**src/rtl/lpm_pkg.sv**
```systemverilog
package lpm_pkg;
   typedef enum logic [1:0] {
      ST_RUN     = 2'd0,
      ST_ACK     = 2'd1,
      ST_OFF     = 2'd2,
      ST_RESTORE = 2'd3
   } lpm_state_t;
endpackage

```
**src/rtl/lpm_rx_sync.sv**
```systemverilog
module lpm_rx_sync #(
   parameter int STAGES = 2
) (
   input  logic clk,
   input  logic rst_n,
   input  logic rx_async,
   output logic rx_sync
);
   generate
      if (STAGES < 2) begin : g_bad_stages
         $error("lpm_rx_sync: STAGES must be at least 2");
      end
   endgenerate

   logic [STAGES-1:0] chain_q;

   always_ff @(posedge clk or negedge rst_n) begin
      if (!rst_n) chain_q <= '1;   // recessive
      else        chain_q <= {chain_q[STAGES-2:0], rx_async};
   end

   assign rx_sync = chain_q[STAGES-1];
endmodule

```
**src/rtl/lpm_dom_detect.sv**
```systemverilog
module lpm_dom_detect #(
   parameter int FILTER = 3
) (
   input  logic clk,
   input  logic rst_n,
   input  logic armed,
   input  logic rx_sync,
   output logic dom_hit
);
   generate
      if (FILTER < 1) begin : g_bad_filter
         $error("lpm_dom_detect: FILTER must be at least 1");
      end
      if (FILTER == 1) begin : g_direct
         assign dom_hit = armed & ~rx_sync;
      end else begin : g_count
         localparam int CW = $clog2(FILTER);
         localparam logic [CW-1:0] LAST = CW'(FILTER - 1);
         logic [CW-1:0] run_q;
         always_ff @(posedge clk or negedge rst_n) begin
            if (!rst_n)                run_q <= '0;
            else if (!(armed && !rx_sync)) run_q <= '0;
            else if (run_q != LAST)    run_q <= run_q + 1'b1;
         end
         assign dom_hit = armed & ~rx_sync & (run_q == LAST);

         AST_RUN_BOUNDED: assert property (@(posedge clk) disable iff (!rst_n)
            run_q <= LAST);
      end
   endgenerate
endmodule

```
**src/rtl/lpm_ctl_regs.sv**
```systemverilog
module lpm_ctl_regs (
   input  logic clk,
   input  logic rst_n,
   input  logic wr,
   input  logic wr_pd_req,
   input  logic wr_wake_en,
   input  logic wr_init,
   input  logic wake_evt,
   output logic pd_req,
   output logic wake_en,
   output logic init
);
   always_ff @(posedge clk or negedge rst_n) begin
      if (!rst_n) begin
         pd_req  <= 1'b0;
         wake_en <= 1'b0;
         init    <= 1'b1;
      end else begin
         if (wr) wake_en <= wr_wake_en;
         if (wake_evt) begin
            pd_req <= 1'b0;
            init   <= 1'b1;
         end else if (wr) begin
            pd_req <= wr_pd_req;
            init   <= wr_init;
         end
      end
   end

   AST_WAKE_SETS_INIT: assert property (@(posedge clk) disable iff (!rst_n)
      wake_evt |=> (init && !pd_req));
endmodule

```
**src/rtl/lpm_fsm.sv**
```systemverilog
module lpm_fsm #(
   parameter int RESTART_CYC = 4
) (
   input  logic clk,
   input  logic rst_n,
   input  logic pd_req,
   input  logic eng_idle,
   input  logic dom_hit,
   output logic pwr_off,
   output logic wake_evt,
   output logic pd_ack,
   output logic clk_en,
   output logic wake_pulse
);
   import lpm_pkg::*;

   generate
      if (RESTART_CYC < 1) begin : g_bad_restart
         $error("lpm_fsm: RESTART_CYC must be at least 1");
      end
   endgenerate

   localparam int RW = (RESTART_CYC > 1) ? $clog2(RESTART_CYC) : 1;
   localparam logic [RW-1:0] RLAST = RW'(RESTART_CYC - 1);

   lpm_state_t state_q, state_d;
   logic [RW-1:0] rcnt_q;

   assign pwr_off  = (state_q == ST_OFF);
   assign wake_evt = pwr_off & dom_hit;

   always_comb begin
      state_d = state_q;
      unique case (state_q)
         ST_RUN:     if (pd_req && eng_idle) state_d = ST_ACK;
         ST_ACK:     state_d = ST_OFF;
         ST_OFF:     if (dom_hit || !pd_req) state_d = ST_RESTORE;
         ST_RESTORE: if (rcnt_q == RLAST) state_d = ST_RUN;
         default:    state_d = ST_RUN;
      endcase
   end

   always_ff @(posedge clk or negedge rst_n) begin
      if (!rst_n) begin
         state_q    <= ST_RUN;
         rcnt_q     <= '0;
         wake_pulse <= 1'b0;
      end else begin
         state_q    <= state_d;
         wake_pulse <= wake_evt;
         if (state_q == ST_RESTORE && rcnt_q != RLAST) rcnt_q <= rcnt_q + 1'b1;
         else                                          rcnt_q <= '0;
      end
   end

   assign pd_ack = (state_q != ST_RUN);
   assign clk_en = (state_q != ST_OFF);

   AST_ACK_AFTER_IDLE: assert property (@(posedge clk) disable iff (!rst_n)
      $rose(pd_ack) |-> $past(eng_idle));
   AST_GATE_UNDER_ACK: assert property (@(posedge clk) disable iff (!rst_n)
      $fell(clk_en) |-> ($past(pd_ack) && pd_ack));
   AST_RESTART_KEEPS_ACK: assert property (@(posedge clk) disable iff (!rst_n)
      $rose(clk_en) |-> pd_ack);
   AST_WAKE_ONE_CYCLE: assert property (@(posedge clk) disable iff (!rst_n)
      wake_pulse |=> !wake_pulse);
   AST_WAKE_CLOCKS_ON: assert property (@(posedge clk) disable iff (!rst_n)
      wake_pulse |-> clk_en);
endmodule

```
**src/rtl/can_lpm_ctrl.sv**
```systemverilog
module can_lpm_ctrl #(
   parameter int SYNC_STAGES = 2,
   parameter int WAKE_FILTER = 3,
   parameter int RESTART_CYC = 4
) (
   input  logic clk,
   input  logic rst_n,
   input  logic cfg_wr,
   input  logic cfg_pd_req,
   input  logic cfg_wake_en,
   input  logic cfg_init,
   input  logic eng_idle,
   input  logic can_rx,
   output logic ctl_pd_req,
   output logic ctl_wake_en,
   output logic ctl_init,
   output logic stat_pd_ack,
   output logic lclk_en,
   output logic wake_pulse
);
   logic rx_s, armed, dom_hit, pwr_off, wake_evt;

   lpm_rx_sync #(.STAGES(SYNC_STAGES)) u_sync (
      .clk(clk), .rst_n(rst_n), .rx_async(can_rx), .rx_sync(rx_s));

   assign armed = pwr_off & ctl_wake_en;

   lpm_dom_detect #(.FILTER(WAKE_FILTER)) u_dom (
      .clk(clk), .rst_n(rst_n), .armed(armed), .rx_sync(rx_s), .dom_hit(dom_hit));

   lpm_ctl_regs u_regs (
      .clk(clk), .rst_n(rst_n), .wr(cfg_wr), .wr_pd_req(cfg_pd_req),
      .wr_wake_en(cfg_wake_en), .wr_init(cfg_init), .wake_evt(wake_evt),
      .pd_req(ctl_pd_req), .wake_en(ctl_wake_en), .init(ctl_init));

   lpm_fsm #(.RESTART_CYC(RESTART_CYC)) u_fsm (
      .clk(clk), .rst_n(rst_n), .pd_req(ctl_pd_req), .eng_idle(eng_idle),
      .dom_hit(dom_hit), .pwr_off(pwr_off), .wake_evt(wake_evt),
      .pd_ack(stat_pd_ack), .clk_en(lclk_en), .wake_pulse(wake_pulse));

   AST_WAKE_NEEDS_ENABLE: assert property (@(posedge clk) disable iff (!rst_n)
      wake_pulse |-> $past(ctl_wake_en));
   AST_CLOCKS_OFF_ONLY_ACKED: assert property (@(posedge clk) disable iff (!rst_n)
      !lclk_en |-> stat_pd_ack);
endmodule

```
**config.mk**
```make
export PLATFORM = sky130hd
export DESIGN_NAME = can_lpm_ctrl
export DESIGN_NICKNAME = d
export VERILOG_FILES = /design/src/rtl/lpm_pkg.sv /design/src/rtl/lpm_rx_sync.sv /design/src/rtl/lpm_dom_detect.sv /design/src/rtl/lpm_ctl_regs.sv /design/src/rtl/lpm_fsm.sv /design/src/rtl/can_lpm_ctrl.sv
export SDC_FILE = /design/constraint.sdc
export NUM_CORES = 1
export LEC_CHECK = 0
export BUFFER_PORTS_ARGS = -buffer_cell sky130_fd_sc_hd__buf_4
export CAP_MARGIN = 10
export CORE_AREA = 8 8 45 47
export CTS_CLUSTER_SIZE = 10
export DETAILED_ROUTE_END_ITERATION = 6
export DIE_AREA = 0 0 53 55
export GPL_TIMING_DRIVEN = 0
export PLACE_DENSITY_LB_ADDON = 0.12
export SETUP_SLACK_MARGIN = 0.3
export SLEW_MARGIN = 30
export SYNTH_ARGS = -nofsm -noshare
export SYNTH_HDL_FRONTEND = slang
export SYNTH_SLANG_ARGS = --single-unit
```
**constraint.sdc**
```tcl
create_clock -name clk -period 1.7 [get_ports clk]
set_clock_uncertainty 0.2 [all_clocks]
set_input_delay 0.425 -clock clk [delete_from_list [all_inputs] [get_ports clk]]
set_output_delay 0.425 -clock clk [all_outputs]
set_load 0.005 [all_outputs]
```
==> summary.txt, run 1 <==
Pwr
  – Power density of the placed cells: 1320 nW/um2
  – Clock share of power: 20.8%
  – Power dissipated by switching net loads: 330 uW
  – Gate power share: 42.1%
  – Pint: 746 uW
  – Max rail drop VDD: 674 uV
  – Switching portion of total power: 30.7%
  – Total design power: 1080 uW
  – Leak Pwr: a little under 0.0004 uW
  – Seq pwr share: 37.1%

Clock tree
  – TritonCTS Sinks: 12
  – Max clock buf depth: 2
  – Clock root buffer: sky130_fd_sc_hd__clkbuf_4
  – CTS clk-pin slew, worst paths: 0.07 ns
  – H-tree level count: 1
  – Latest clock arrival within the worst-skew pair: between 0.2 and 0.3 ns
  – Clock tree from TritonCTS: built
  – Clock buffer count from CTS: 3

Floorplanning
  – Starting density of the core: 40.0%
  – Site Rows: 14
  – Overall die area: between 2000 and 3000 um2
  – Count of boundary I/O pins: 14
  – Core ar.: 1380 um2
  – Die width: 53 um
  – Height of the die: 55 um

Timing
  – Min setup slack post-route: -0.00971 ns
  – Final worst path period need: 1.71 ns
  – Setup repair after global routing missed its margin: yes
  – Post-route fraction of the period consumed by the critical path: 101%
  – Tightest Pin Transition: 0.258 ns
  – Setup Viol. Count Final: 2
  – Highest achievable clock rate: 585 MHz
  – Final hold violation count: 0
  – Worst slack on hold paths: 0.0625 ns
  – Max-slew violations: 0
  – Worst-case headroom to the max-slew limit: approximately 83%
  – Final total negative setup slack: -0.0137 ns

GRT
  – Vias in the first global route: roughly 420
  – Combined global-route utilization of all metal layers: 8.29%
  – Overflow left after global routing: 0
  – Number of antenna violations at the first check in global routing: 0
  – First-pass GRT wire length: 1800 um
  – Pin count of the biggest net entering global routing: 13

Synthesis
  – Share of synthesized area occupied by flip-flops and latches: 55.0%
  – Average cell area after synthesis: between 10 and 15 um2
  – Total standard cell area after synthesis: around 550 um2
  – Yosys warnings: 0
  – Number of nets produced by synthesis: 59
  – Post-synthesis register bit count: 12
  – Count of cell types in the netlist: 18
  – Synthesized netlist cell count: 45

Detailed routing
  – Routed Wire Length: between 1000 and 1500 um
  – First-pass detailed-route iteration total: 1
  – First DRT Iteration DRCs: 0
  – Via count of the routed design: slightly below 400
  – Count of unresolved DRC violations after routing: 0
  – Average vias per placed instance: 4.78
  – Average wire length per cell after detail routing: 12.7 um
  – Post-DRT Antenna Nets: 0

Run status
  – Status: finished with violations
  – Violations in the final reports: setup timing

Placed design
  – Routability-driven placement congestion ratio: about 0.70
  – Sum of net half-perimeters after detailed placement: 793 um
  – Count of buffers from port buffering: 13
  – Worst slack, placed: -0.0555 ns

Cells and area
  – Final Net Count: 82
  – Area taken by multi-input logic gates: roughly 270 um2
  – Post-layout util: 59.0%
  – Number of filler cells placed in the layout: 128
  – Fraction of final layout cells with drive strength greater than 1: about three fifths
  – Area growth, synth to finish: 47.7%
  – Register cell area after layout: 305 um2
  – Antenna cell count: 0

Hold path
  – HP Class: input pin to flop

Worst setup path
  – Worst-path cell chain: inv_2, ha_4, inv_2, buf_6
  – Data required, critical path: around 1.1 ns
  – Kind of critical path: flop to output port
  – Sum of buffers and inverters on the critical path: 3
  – Cell with the largest stage delay on the worst path: sky130_fd_sc_hd__dfrtp_1
  – Crit-path most repeated cell: sky130_fd_sc_hd__inv_2
  – Arrival time at the worst endpoint: around 1.1 ns
  – Critical path's top delay family: flip-flops
  – Sort of element at the end of the critical path: output port
  – Highest cell delay on the worst timing path: 0.41 ns
  – Crit path max fanout: 4
  – Worst setup SP type: flop

Run
  – Max capacitance violation total: 0
==> state kept, by name, indices dropped and copies added, names as in the netlist <==
| name | count |
|---|---|
| u_sync.chain_q | 2 |
| u_regs.init | 1 |
| u_dom.g_count.run_q | 2 |
| u_fsm.state_q | 2 |
| u_regs.pd_req | 1 |
| u_fsm.wake_pulse | 1 |
| u_regs.wake_en | 1 |
| u_fsm.rcnt_q | 2 |
==> synthesized netlist by cell type, drive strengths merged <==
cell type | n | area [um2]
a21boi | 1 | 7.51
a21oi | 1 | 5.00
a311oi | 1 | 15.0
and2 | 1 | 6.26
dfrtp | 9 | 225
dfstp | 3 | 78.8
ha | 6 | 75.1
inv | 6 | 22.5
mux2 | 2 | 22.5
mux2i | 2 | 20.0
nand3b | 2 | 15.0
nor2 | 5 | 18.8
nor2b | 2 | 12.5
o21a | 1 | 7.51
o21ai | 1 | 5.00
or4 | 1 | 7.51
xor2 | 1 | 8.76
==> layer usage <==
| layer | global-route usage [%] | vias up | part of all wire [%] |
|---|---|---|---|
| met5 | 0 | - | 0 |
| met2 | 14.1 | 12 | 49 |
| li1 | - | 191 | - |
| met3 | 2.41 | 2 | 7.4 |
| met4 | 3.88 | 0 | 0.38 |
| met1 | 9.42 | 192 | 43 |
==> final cells by class <==
cell class	instances	share of cell area [%]
multi-input combinational	27	33.4
timing repair buffer	18	19.6
clock buffer	4	4.44
inverter	6	2.76
tap	16	2.45
sequential	12	37.4
==> worst register-to-register path, stage by stage (launching register included) <==
cell and delay, ns:
sky130_fd_sc_hd__dfrtp_1 0.40, sky130_fd_sc_hd__inv_1 0.06, sky130_fd_sc_hd__ha_2 0.22, sky130_fd_sc_hd__nand3b_1 0.10, sky130_fd_sc_hd__a311oi_2 0.26, sky130_fd_sc_hd__mux2_1 0.35
==> per-stage QoR <==
step	cell area, um2	instances
floorplan	566	45
detailed placement	683	74
global placement	683	74
global route	817	83
CTS	803	83
finish	817	83
==> path summary, 6_finish.rpt <==
kind / depth (start not counted) / slack [ns] / endpoint / startpoint
worst max-delay path: 4 / -0.01 / lclk_en / u_fsm.state_q[0]$_DFFE_PN0P_
worst max register to register: 5 / 0 / u_fsm.state_q[1]$_DFFE_PN0P_ / u_dom.g_count.run_q[0]$_DFFE_PN0P_
max in group asynchronous: 2 / 0.75 / u_sync.chain_q[0]$_DFF_PN1_ / rst_n
worst min-delay path: 1 / 0.06 / u_sync.chain_q[0]$_DFF_PN1_ / can_rx
worst min register to register: 0 / 0.16 / u_sync.chain_q[1]$_DFF_PN1_ / u_sync.chain_q[0]$_DFF_PN1_
min in group asynchronous: 2 / 0.32 / u_fsm.rcnt_q[0]$_DFF_PN0_ / rst_n
==> power by group through the flow <==
stage	clock network [uW]	logic [uW]	registers (uW)
final	224	453	400
after global routing	242	519	408
after CTS	229	460	397
after detailed placement	0	349	394
after global placement	0	347	393
after floorplan	0	234	385
==> timing repair <==
| action | in CTS | in global routing |
|---|---|---|
| pin swaps | 7 | 5 |
| hold buffers | 1 | 0 |
| resized for setup | 13 | 5 |
| setup buffers | 4 | 0 |
| endpoints found under the setup margin | 9 | 13 |
| cloned | 0 | 0 |
| hold endpoints to repair | 12 | 0 |
==> layout by cell type (no fill, tap or decap), types with 2 or more instances in the layout <==
master,count
sky130_fd_sc_hd__dfstp_2,3
sky130_fd_sc_hd__ha_4,2
sky130_fd_sc_hd__nand3b_1,2
sky130_fd_sc_hd__nor2_2,2
sky130_fd_sc_hd__nor2_1,3
sky130_fd_sc_hd__mux2i_1,2
sky130_fd_sc_hd__ha_2,2
sky130_fd_sc_hd__dfrtp_1,8
sky130_fd_sc_hd__inv_1,2
sky130_fd_sc_hd__clkbuf_4,3
sky130_fd_sc_hd__ha_1,2
sky130_fd_sc_hd__inv_2,4
sky130_fd_sc_hd__buf_6,6
sky130_fd_sc_hd__buf_4,11
==> cell families after synthesis <==
family                   count (synthesis)  synth area share [%]
buffers and inverters                    6                  4.07
AND/OR/NAND/NOR                         11                  10.9
adder cells (fa/ha/maj)                  6                  13.6
AO/OA/AOI/OAI                            5                  7.24
flip-flops                              12                  55.0
XOR/XNOR                                 1                  1.58
multiplexers                             4                  7.69
(Power assumes the default switching activity.)
==> run 2: changes to the inputs <==
--- a/config.mk
+++ b/config.mk
@@ -7,14 +7,15 @@
 export LEC_CHECK = 0
 export BUFFER_PORTS_ARGS = -buffer_cell sky130_fd_sc_hd__buf_4
 export CAP_MARGIN = 10
-export CORE_AREA = 8 8 45 47
+export CORE_MARGIN = 8
+export CORE_UTILIZATION = 44
 export CTS_CLUSTER_SIZE = 10
 export DETAILED_ROUTE_END_ITERATION = 6
-export DIE_AREA = 0 0 53 55
 export GPL_TIMING_DRIVEN = 0
 export PLACE_DENSITY_LB_ADDON = 0.12
 export SETUP_SLACK_MARGIN = 0.3
 export SLEW_MARGIN = 30
 export SYNTH_ARGS = -nofsm -noshare
 export SYNTH_HDL_FRONTEND = slang
+export SYNTH_HIERARCHICAL = 1
 export SYNTH_SLANG_ARGS = --single-unit
==> summary.txt, run 2 <==
Run
  – Max capacitance violation total: 0 (unchanged)

Detailed routing
  – First-pass detailed-route iteration total: 4 (+3)
  – Routed Wire Length: 1110 um (+5.0%)
  – Count of unresolved DRC violations after routing: 0 (unchanged)
  – First DRT Iteration DRCs: 4 (+4)
  – Met2 WL: 544 um (+4.2%)
  – Average wire length per cell after detail routing: 13.1 um (+2.5%)
  – Met1 Routed Length: 461 um (+1.8%)
  – Average vias per placed instance: 4.78 (-0.14%)
  – WL met3: 99 um (+27%)
  – Via count of the routed design: 406 (+2.3%)
  – Post-DRT Antenna Nets: 0 (unchanged)
  – DR top layer: met4

Pwr
  – Leak Pwr: 0.000405 uW (+5.2%)
  – Power density of the placed cells: 1360 nW/um2 (+2.9%)
  – Max rail drop VDD: 786 uV (+17%)
  – Total design power: 1130 uW (+4.5%)

GRT
  – Combined global-route utilization of all metal layers: 8.81% (+0.51 points)
  – Pin count of the biggest net entering global routing: 13 (unchanged)
  – Number of antenna violations at the first check in global routing: 0 (unchanged)
  – First-pass GRT wire length: 1750 um (-3.1%)
  – Vias in the first global route: 397 (-4.8%)
  – Overflow left after global routing: 0 (unchanged)

Cells and area
  – Final Net Count: 85 (+3.7%)
  – Non-filler cells, final: 85 (+2.4%)
  – Commonest cells after routing, fill and taps aside: sky130_fd_sc_hd__buf_4, sky130_fd_sc_hd__dfrtp_1, sky130_fd_sc_hd__inv_1
  – Fraction of final layout cells with drive strength greater than 1: 54.3% (-3.9 points)
  – Post-layout util: 66.2% (+7.2 points)
  – Number of filler cells placed in the layout: 95 (-26%)
  – Most common library cell in the layout ignoring fill and taps: sky130_fd_sc_hd__buf_4
  – Antenna cell count: 0 (unchanged)
  – Area growth, synth to finish: 45.4%

Worst setup path
  – Arrival time at the worst endpoint: 1.85 ns (+0.77 ns)
  – Worst R2R Path Depth: 8 (+3)
  – Worst setup SP type: flop
  – Crit path max fanout: 2 (-2)
  – Kind of critical path: flop to flop
  – Data required, critical path: 1.66 ns (+0.59 ns)
  – R2R Path Start: u_fsm/state_q[0]$_DFFE_PN0P_
  – Reg-to-Reg End: u_fsm/state_q[1]$_DFFE_PN0P_
  – Flop-to-flop setup slack: -0.20 ns (-0.20 ns)
  – Sort of element at the end of the critical path: flop

Clock tree
  – Latest clock arrival within the worst-skew pair: 0.28 ns (about the same)
  – Max clock buf depth: 2 (unchanged)
  – Clock root buffer: sky130_fd_sc_hd__clkbuf_4
  – TritonCTS Sinks: 12 (unchanged)
  – H-tree level count: 1 (unchanged)
  – Clock tree from TritonCTS: built
  – CTS clk-pin slew, worst paths: 0.08 ns (about the same)
  – Clock buffer count from CTS: 3 (unchanged)

Synthesis
  – Leading cell type by number of instances after synthesis: sky130_fd_sc_hd__dfrtp_1
  – Total standard cell area after synthesis: 571 um2 (+3.2%)
  – Average cell area after synthesis: 12.1 um2 (-1.2%)
  – Yosys warnings: 6 (+6)
  – Dominant cell type by area after synthesis: sky130_fd_sc_hd__dfrtp_1
  – Post-synthesis register bit count: 12 (unchanged)
  – Number of nets produced by synthesis: 61 (+3.4%)
  – Synthesized netlist cell count: 47 (+4.4%)
  – Largest cells by area after synthesis: sky130_fd_sc_hd__dfrtp_1, sky130_fd_sc_hd__dfstp_2, sky130_fd_sc_hd__ha_1, sky130_fd_sc_hd__nor2b_1, sky130_fd_sc_hd__inv_1
  – Share of Yosys cell area claimed by the top area cell type: 39.5% (-1.3 points)
  – Post-synthesis async set-or-reset flop share: 100% (unchanged)
  – Leading cell types by count after synthesis: sky130_fd_sc_hd__dfrtp_1, sky130_fd_sc_hd__ha_1, sky130_fd_sc_hd__inv_1, sky130_fd_sc_hd__nor2_1, sky130_fd_sc_hd__nor2b_1
  – Count of cell types in the netlist: 19 (+1)
  – Post-synth EDFFs: 0 (unchanged)
  – Share of synthesized area occupied by flip-flops and latches: 53.3% (-1.7 points)
  – Flip-flop cell with the highest count after synthesis: sky130_fd_sc_hd__dfrtp_1

Timing
  – Setup Viol. Count Final: 3 (+1)
  – Max-slew violations: 0 (unchanged)
  – Final hold violation count: 0 (unchanged)
  – Tightest Pin Transition: 0.258 ns (+0.000220 ns)
  – Final worst path period need: 1.90 ns (+0.189 ns)
  – Post-route fraction of the period consumed by the critical path: 112% (+11 points)
  – Min setup slack post-route: -0.199 ns (-0.189 ns)
  – Worst-case headroom to the max-slew limit: 82.8% (about the same)
  – Highest achievable clock rate: 527 MHz (-10%)
  – Setup repair after global routing missed its margin: yes
  – Worst slack on hold paths: 0.0561 ns (-0.00634 ns)

Hold path
  – Hold endpoint: u_sync/chain_q[0]$_DFF_PN1_
  – HP Class: input pin to flop
  – Cell depth of the worst hold path: 1 (unchanged)
  – Startpoint of the most critical hold path: can_rx

Placed design
  – Cell total after placement: 75 (+1.4%)
  – Routability-driven placement congestion ratio: 0.650 (-7.5%)
  – Sum of net half-perimeters after detailed placement: 768 um (-3.1%)
  – Count of buffers from port buffering: 13 (unchanged)

Floorplanning
  – Count of boundary I/O pins: 14 (unchanged)
  – Starting density of the core: 45.6% (+5.6 points)
  – Height of the die: 52.0 um (-5.4%)
  – Die width: 52.0 um (-1.9%)
  – Overall die area: 2710 um2 (-7.2%)
  – Site Rows: 13 (-1)
  – Core ar.: 1250 um2 (-9.5%)

Run status
  – Status: finished with violations
  – Violations in the final reports: setup timing
-- run 2: critical path, stage by stage, from the launching register on --
cell and delay (ns):
sky130_fd_sc_hd__dfrtp_1 0.41, sky130_fd_sc_hd__inv_2 0.09, sky130_fd_sc_hd__ha_4 0.13, sky130_fd_sc_hd__and2_4 0.14, sky130_fd_sc_hd__nand2b_4 0.06, sky130_fd_sc_hd__nor2_4 0.09
sky130_fd_sc_hd__nor2b_2 0.05, sky130_fd_sc_hd__a221oi_2 0.27, sky130_fd_sc_hd__mux2_1 0.35
-- run 2: kinds of logic after synthesis --
logic type	share of synthesized area, %
simple gates	13.6
flops	53.3
buf+inv	3.95
fa+ha+maj	13.2
compound gates	8.77
mux	5.70
xor+xnor	1.54
-- run 2: area by class of cell --
type                    count  area [um2]  area share (%)
flip-flops and latches     12         304            36.7
multi-input cells          29         292            35.1
repair buffers             19         156            18.9
clock buffers               4        36.3            4.37
inverters                   6        22.5            2.71
well taps                  15        18.8            2.26
-- run 2: how the worst max path moves through the flow --
stage          slack, ns                      endpoint  depth (start not counted)                          from
2_1_floorplan      -0.22  u_fsm/state_q[1]$_DFFE_PN0P_                          8  u_fsm/state_q[0]$_DFFE_PN0P_
3_3_place_gp       -0.39  u_fsm/state_q[1]$_DFFE_PN0P_                          8  u_fsm/state_q[0]$_DFFE_PN0P_
3_5_place_dp       -0.40  u_fsm/state_q[1]$_DFFE_PN0P_                          8  u_fsm/state_q[0]$_DFFE_PN0P_
4_1_cts            -0.20  u_fsm/state_q[1]$_DFFE_PN0P_                          8  u_fsm/state_q[0]$_DFFE_PN0P_
5_1_grt            -0.26  u_fsm/state_q[1]$_DFFE_PN0P_                          8  u_fsm/state_q[0]$_DFFE_PN0P_
6_report           -0.20  u_fsm/state_q[1]$_DFFE_PN0P_                          8  u_fsm/state_q[0]$_DFFE_PN0P_
-- run 2: power by group --
part / internal (uW) / switching, uW
clock: 130 / 97.3
combinational: 285 / 215
sequential: 349 / 48.8
-- run 2: timing repair --
action | in CTS | in global routing
gates resized for setup | 10 | 2
endpoints found under the setup margin | 11 | 14
buffers inserted | 5 | 0
hold buffers | 1 | 0
pin swaps | 3 | 0
endpoints found under the hold margin | 12 | 0
cloned | 0 | 0
-- run 2: routing by layer --
| metal | up-vias | global-route usage, % |
|---|---|---|
| li1 | 199 | - |
| met1 | 193 | 8.99 |
| met2 | 12 | 13.6 |
| met3 | 2 | 5.98 |
| met4 | 0 | 3.98 |
| met5 | - | 0 |
-- run 2: through the flow --
| step | cell area [um2] | setup TNS [ns] | setup WS (ns) |
|---|---|---|---|
| after floorplan | 583 | -0.234 | -0.221 |
| after global placement | 699 | -0.588 | -0.395 |
| after detailed placement | 699 | -0.627 | -0.401 |
| after CTS | 825 | -0.450 | -0.205 |
| after global routing | 830 | -0.666 | -0.261 |
| final | 830 | -0.431 | -0.199 |
==> run 3: changes to the inputs <==
--- a/config.mk
+++ b/config.mk
@@ -13,6 +13,7 @@
 export DETAILED_ROUTE_END_ITERATION = 6
 export GPL_TIMING_DRIVEN = 0
 export PLACE_DENSITY_LB_ADDON = 0.12
+export REMOVE_ABC_BUFFERS = 1
 export SETUP_SLACK_MARGIN = 0.3
 export SLEW_MARGIN = 30
 export SYNTH_ARGS = -nofsm -noshare
==> summary.txt, run 3 (synthesized netlist as in run 2, its figures left out) <==
Floorplanning
  – Die width: 52.0 um (unchanged)
  – Count of boundary I/O pins: 14 (unchanged)
  – Starting density of the core: 45.6% (unchanged)
  – Core ar.: 1250 um2 (unchanged)
  – Site Rows: 13 (unchanged)
  – Overall die area: 2710 um2 (unchanged)
  – Height of the die: 52.0 um (unchanged)

Worst setup path
  – Worst setup SP type: flop
  – Worst R2R Path Depth: 8 (unchanged)
  – Reg-to-Reg End: u_fsm/state_q[1]$_DFFE_PN0P_
  – Arrival time at the worst endpoint: 1.86 ns (about the same)
  – Data required, critical path: 1.65 ns (about the same)
  – Worst-path cell chain: inv_2, ha_4, and2_4, nand2b_4, nor2_4, nor2b_2, a221oi_2, mux2_1
  – Cell with the largest stage delay on the worst path: sky130_fd_sc_hd__dfrtp_1
  – Kind of critical path: flop to flop
  – Highest cell delay on the worst timing path: 0.40 ns (about the same)
  – Crit path max fanout: 2 (unchanged)
  – R2R Path Start: u_fsm/state_q[0]$_DFFE_PN0P_
  – Flop-to-flop setup slack: -0.21 ns (about the same)
  – Sort of element at the end of the critical path: flop

Timing
  – Max-slew violations: 0 (unchanged)
  – Post-route fraction of the period consumed by the critical path: 113% (+0.88 points)
  – Min setup slack post-route: -0.214 ns (-0.0149 ns)
  – Tightest Pin Transition: 0.256 ns (-0.00210 ns)
  – Highest achievable clock rate: 522 MHz (-0.78%)
  – Setup repair after global routing missed its margin: yes
  – Final hold violation count: 0 (unchanged)
  – Worst-case headroom to the max-slew limit: 82.9% (+0.14 points)
  – Final total negative setup slack: -0.484 ns (-0.0537 ns)
  – Final worst path period need: 1.91 ns (+0.0149 ns)
  – Setup Viol. Count Final: 4 (+1)

GRT
  – First-pass GRT wire length: 1730 um (-0.80%)
  – Combined global-route utilization of all metal layers: 8.29% (-0.52 points)
  – Pin count of the biggest net entering global routing: 13 (unchanged)
  – Number of antenna violations at the first check in global routing: 0 (unchanged)
  – Overflow left after global routing: 0 (unchanged)
  – Vias in the first global route: 433 (+9.1%)

Clock tree
  – CTS clk-pin slew, worst paths: 0.07 ns (about the same)
  – Clock root buffer: sky130_fd_sc_hd__clkbuf_4
  – Clock tree from TritonCTS: built
  – Latest clock arrival within the worst-skew pair: 0.26 ns (-0.02 ns)
  – Clock buffer count from CTS: 3 (unchanged)
  – TritonCTS Sinks: 12 (unchanged)
  – Max clock buf depth: 2 (unchanged)
  – H-tree level count: 1 (unchanged)

Cells and area
  – Fraction of final layout cells with drive strength greater than 1: 56.9% (+2.7 points)
  – Number of filler cells placed in the layout: 107 (+13%)
  – Area growth, synth to finish: 49.1%
  – Non-filler cells, final: 87 (+2.4%)
  – Commonest cells after routing, fill and taps aside: sky130_fd_sc_hd__buf_4, sky130_fd_sc_hd__dfrtp_1, sky130_fd_sc_hd__buf_6, sky130_fd_sc_hd__inv_1, sky130_fd_sc_hd__ha_1
  – Final Net Count: 87 (+2.4%)
  – Antenna cell count: 0 (unchanged)
  – Most common library cell in the layout ignoring fill and taps: sky130_fd_sc_hd__buf_4

Placed design
  – Routability-driven placement congestion ratio: 0.629 (-3.3%)
  – Cell total after placement: 75 (unchanged)
  – Sum of net half-perimeters after detailed placement: 755 um (-1.7%)
  – Count of buffers from port buffering: 13 (unchanged)
  – Worst slack, placed: -0.515 ns (-0.114 ns)

Pwr
  – Total design power: 1100 uW (-2.0%)
  – Max rail drop VDD: 861 uV (+9.5%)
  – Power density of the placed cells: 1300 nW/um2 (-4.4%)
  – Leak Pwr: 0.000418 uW (+3.1%)

Run status
  – Status: finished with violations
  – Violations in the final reports: setup timing

Detailed routing
  – Post-DRT Antenna Nets: 0 (unchanged)
  – First DRT Iteration DRCs: 0 (-4)
  – Count of unresolved DRC violations after routing: 0 (unchanged)
  – Average wire length per cell after detail routing: 12.4 um (-5.4%)
  – Routed Wire Length: 1080 um (-3.2%)
  – Average vias per placed instance: 4.64 (-2.8%)
  – First-pass detailed-route iteration total: 1 (-3)
  – Via count of the routed design: 404 (-0.49%)

Hold path
  – Startpoint of the most critical hold path: can_rx
  – Hold endpoint: u_sync/chain_q[0]$_DFF_PN1_
  – HP Class: input pin to flop
  – Cell depth of the worst hold path: 1 (unchanged)

Run
  – Max capacitance violation total: 0 (unchanged)
==> run 3: repair_timing <==
item                                    CTS  global route
hold buffers                              1             0
resized for setup                        12             8
buffers inserted                          4             3
endpoints found under the setup margin   12            14
endpoints found under the hold margin    12             0
pin swaps                                 4             6
==> run 3: worst max-delay path by stage <==
stage,start,end
after floorplan,u_fsm/state_q[0]$_DFFE_PN0P_,u_fsm/state_q[1]$_DFFE_PN0P_
after global placement,u_fsm/state_q[0]$_DFFE_PN0P_,u_fsm/state_q[1]$_DFFE_PN0P_
after detailed placement,u_fsm/state_q[0]$_DFFE_PN0P_,u_fsm/state_q[1]$_DFFE_PN0P_
after CTS,u_fsm/state_q[0]$_DFFE_PN0P_,u_fsm/state_q[1]$_DFFE_PN0P_
after global routing,u_fsm/state_q[0]$_DFFE_PN0P_,u_fsm/state_q[1]$_DFFE_PN0P_
final,u_fsm/state_q[0]$_DFFE_PN0P_,u_fsm/state_q[1]$_DFFE_PN0P_
==> run 3: routing by layer <==
metal  global-route usage, %  routed length [um]  vias to the layer above
met5                       0                   0                        -
met4                    3.98                  11                        0
met3                    3.70                  74                        2
met2                    13.0                 488                        9
met1                    9.33                 501                      191
li1                        -                   -                      202
==> run 3: critical path: cells and delay by family (launching register included) <==
kind / cells / cell delay (ns)
simple gates: 4 / 0.36
mux: 1 / 0.35
fa+ha+maj: 1 / 0.13
flops: 1 / 0.40
compound gates: 1 / 0.27
buf+inv: 1 / 0.08
==> run 3: metrics by stage <==
step / area [um2] / hold WS, ns / util (%)
after detailed placement: 687 / 0.0715 / 54.8
after floorplan: 571 / -0.0706 / -
final: 851 / 0.0704 / 67.9
after global routing: 851 / 0.0544 / 67.9
after global placement: 687 / 0.0713 / 54.8
after CTS: 807 / 0.0606 / 64.4
==> run 3: layout make-up <==
cell class	count	area [um2]	area share, %
inverters	6	22.5	2.65
repair buffers	21	179	21.0
well taps	15	18.8	2.21
clock buffers	4	26.3	3.09
flip-flops and latches	12	305	35.9
multi-input cells	29	299	35.1
==> run 3: power by group <==
part | internal (uW) | switching [uW] | total, uW
registers | 352 | 49.3 | 401
clock network | 90.5 | 83.0 | 174
logic | 311 | 217 | 528
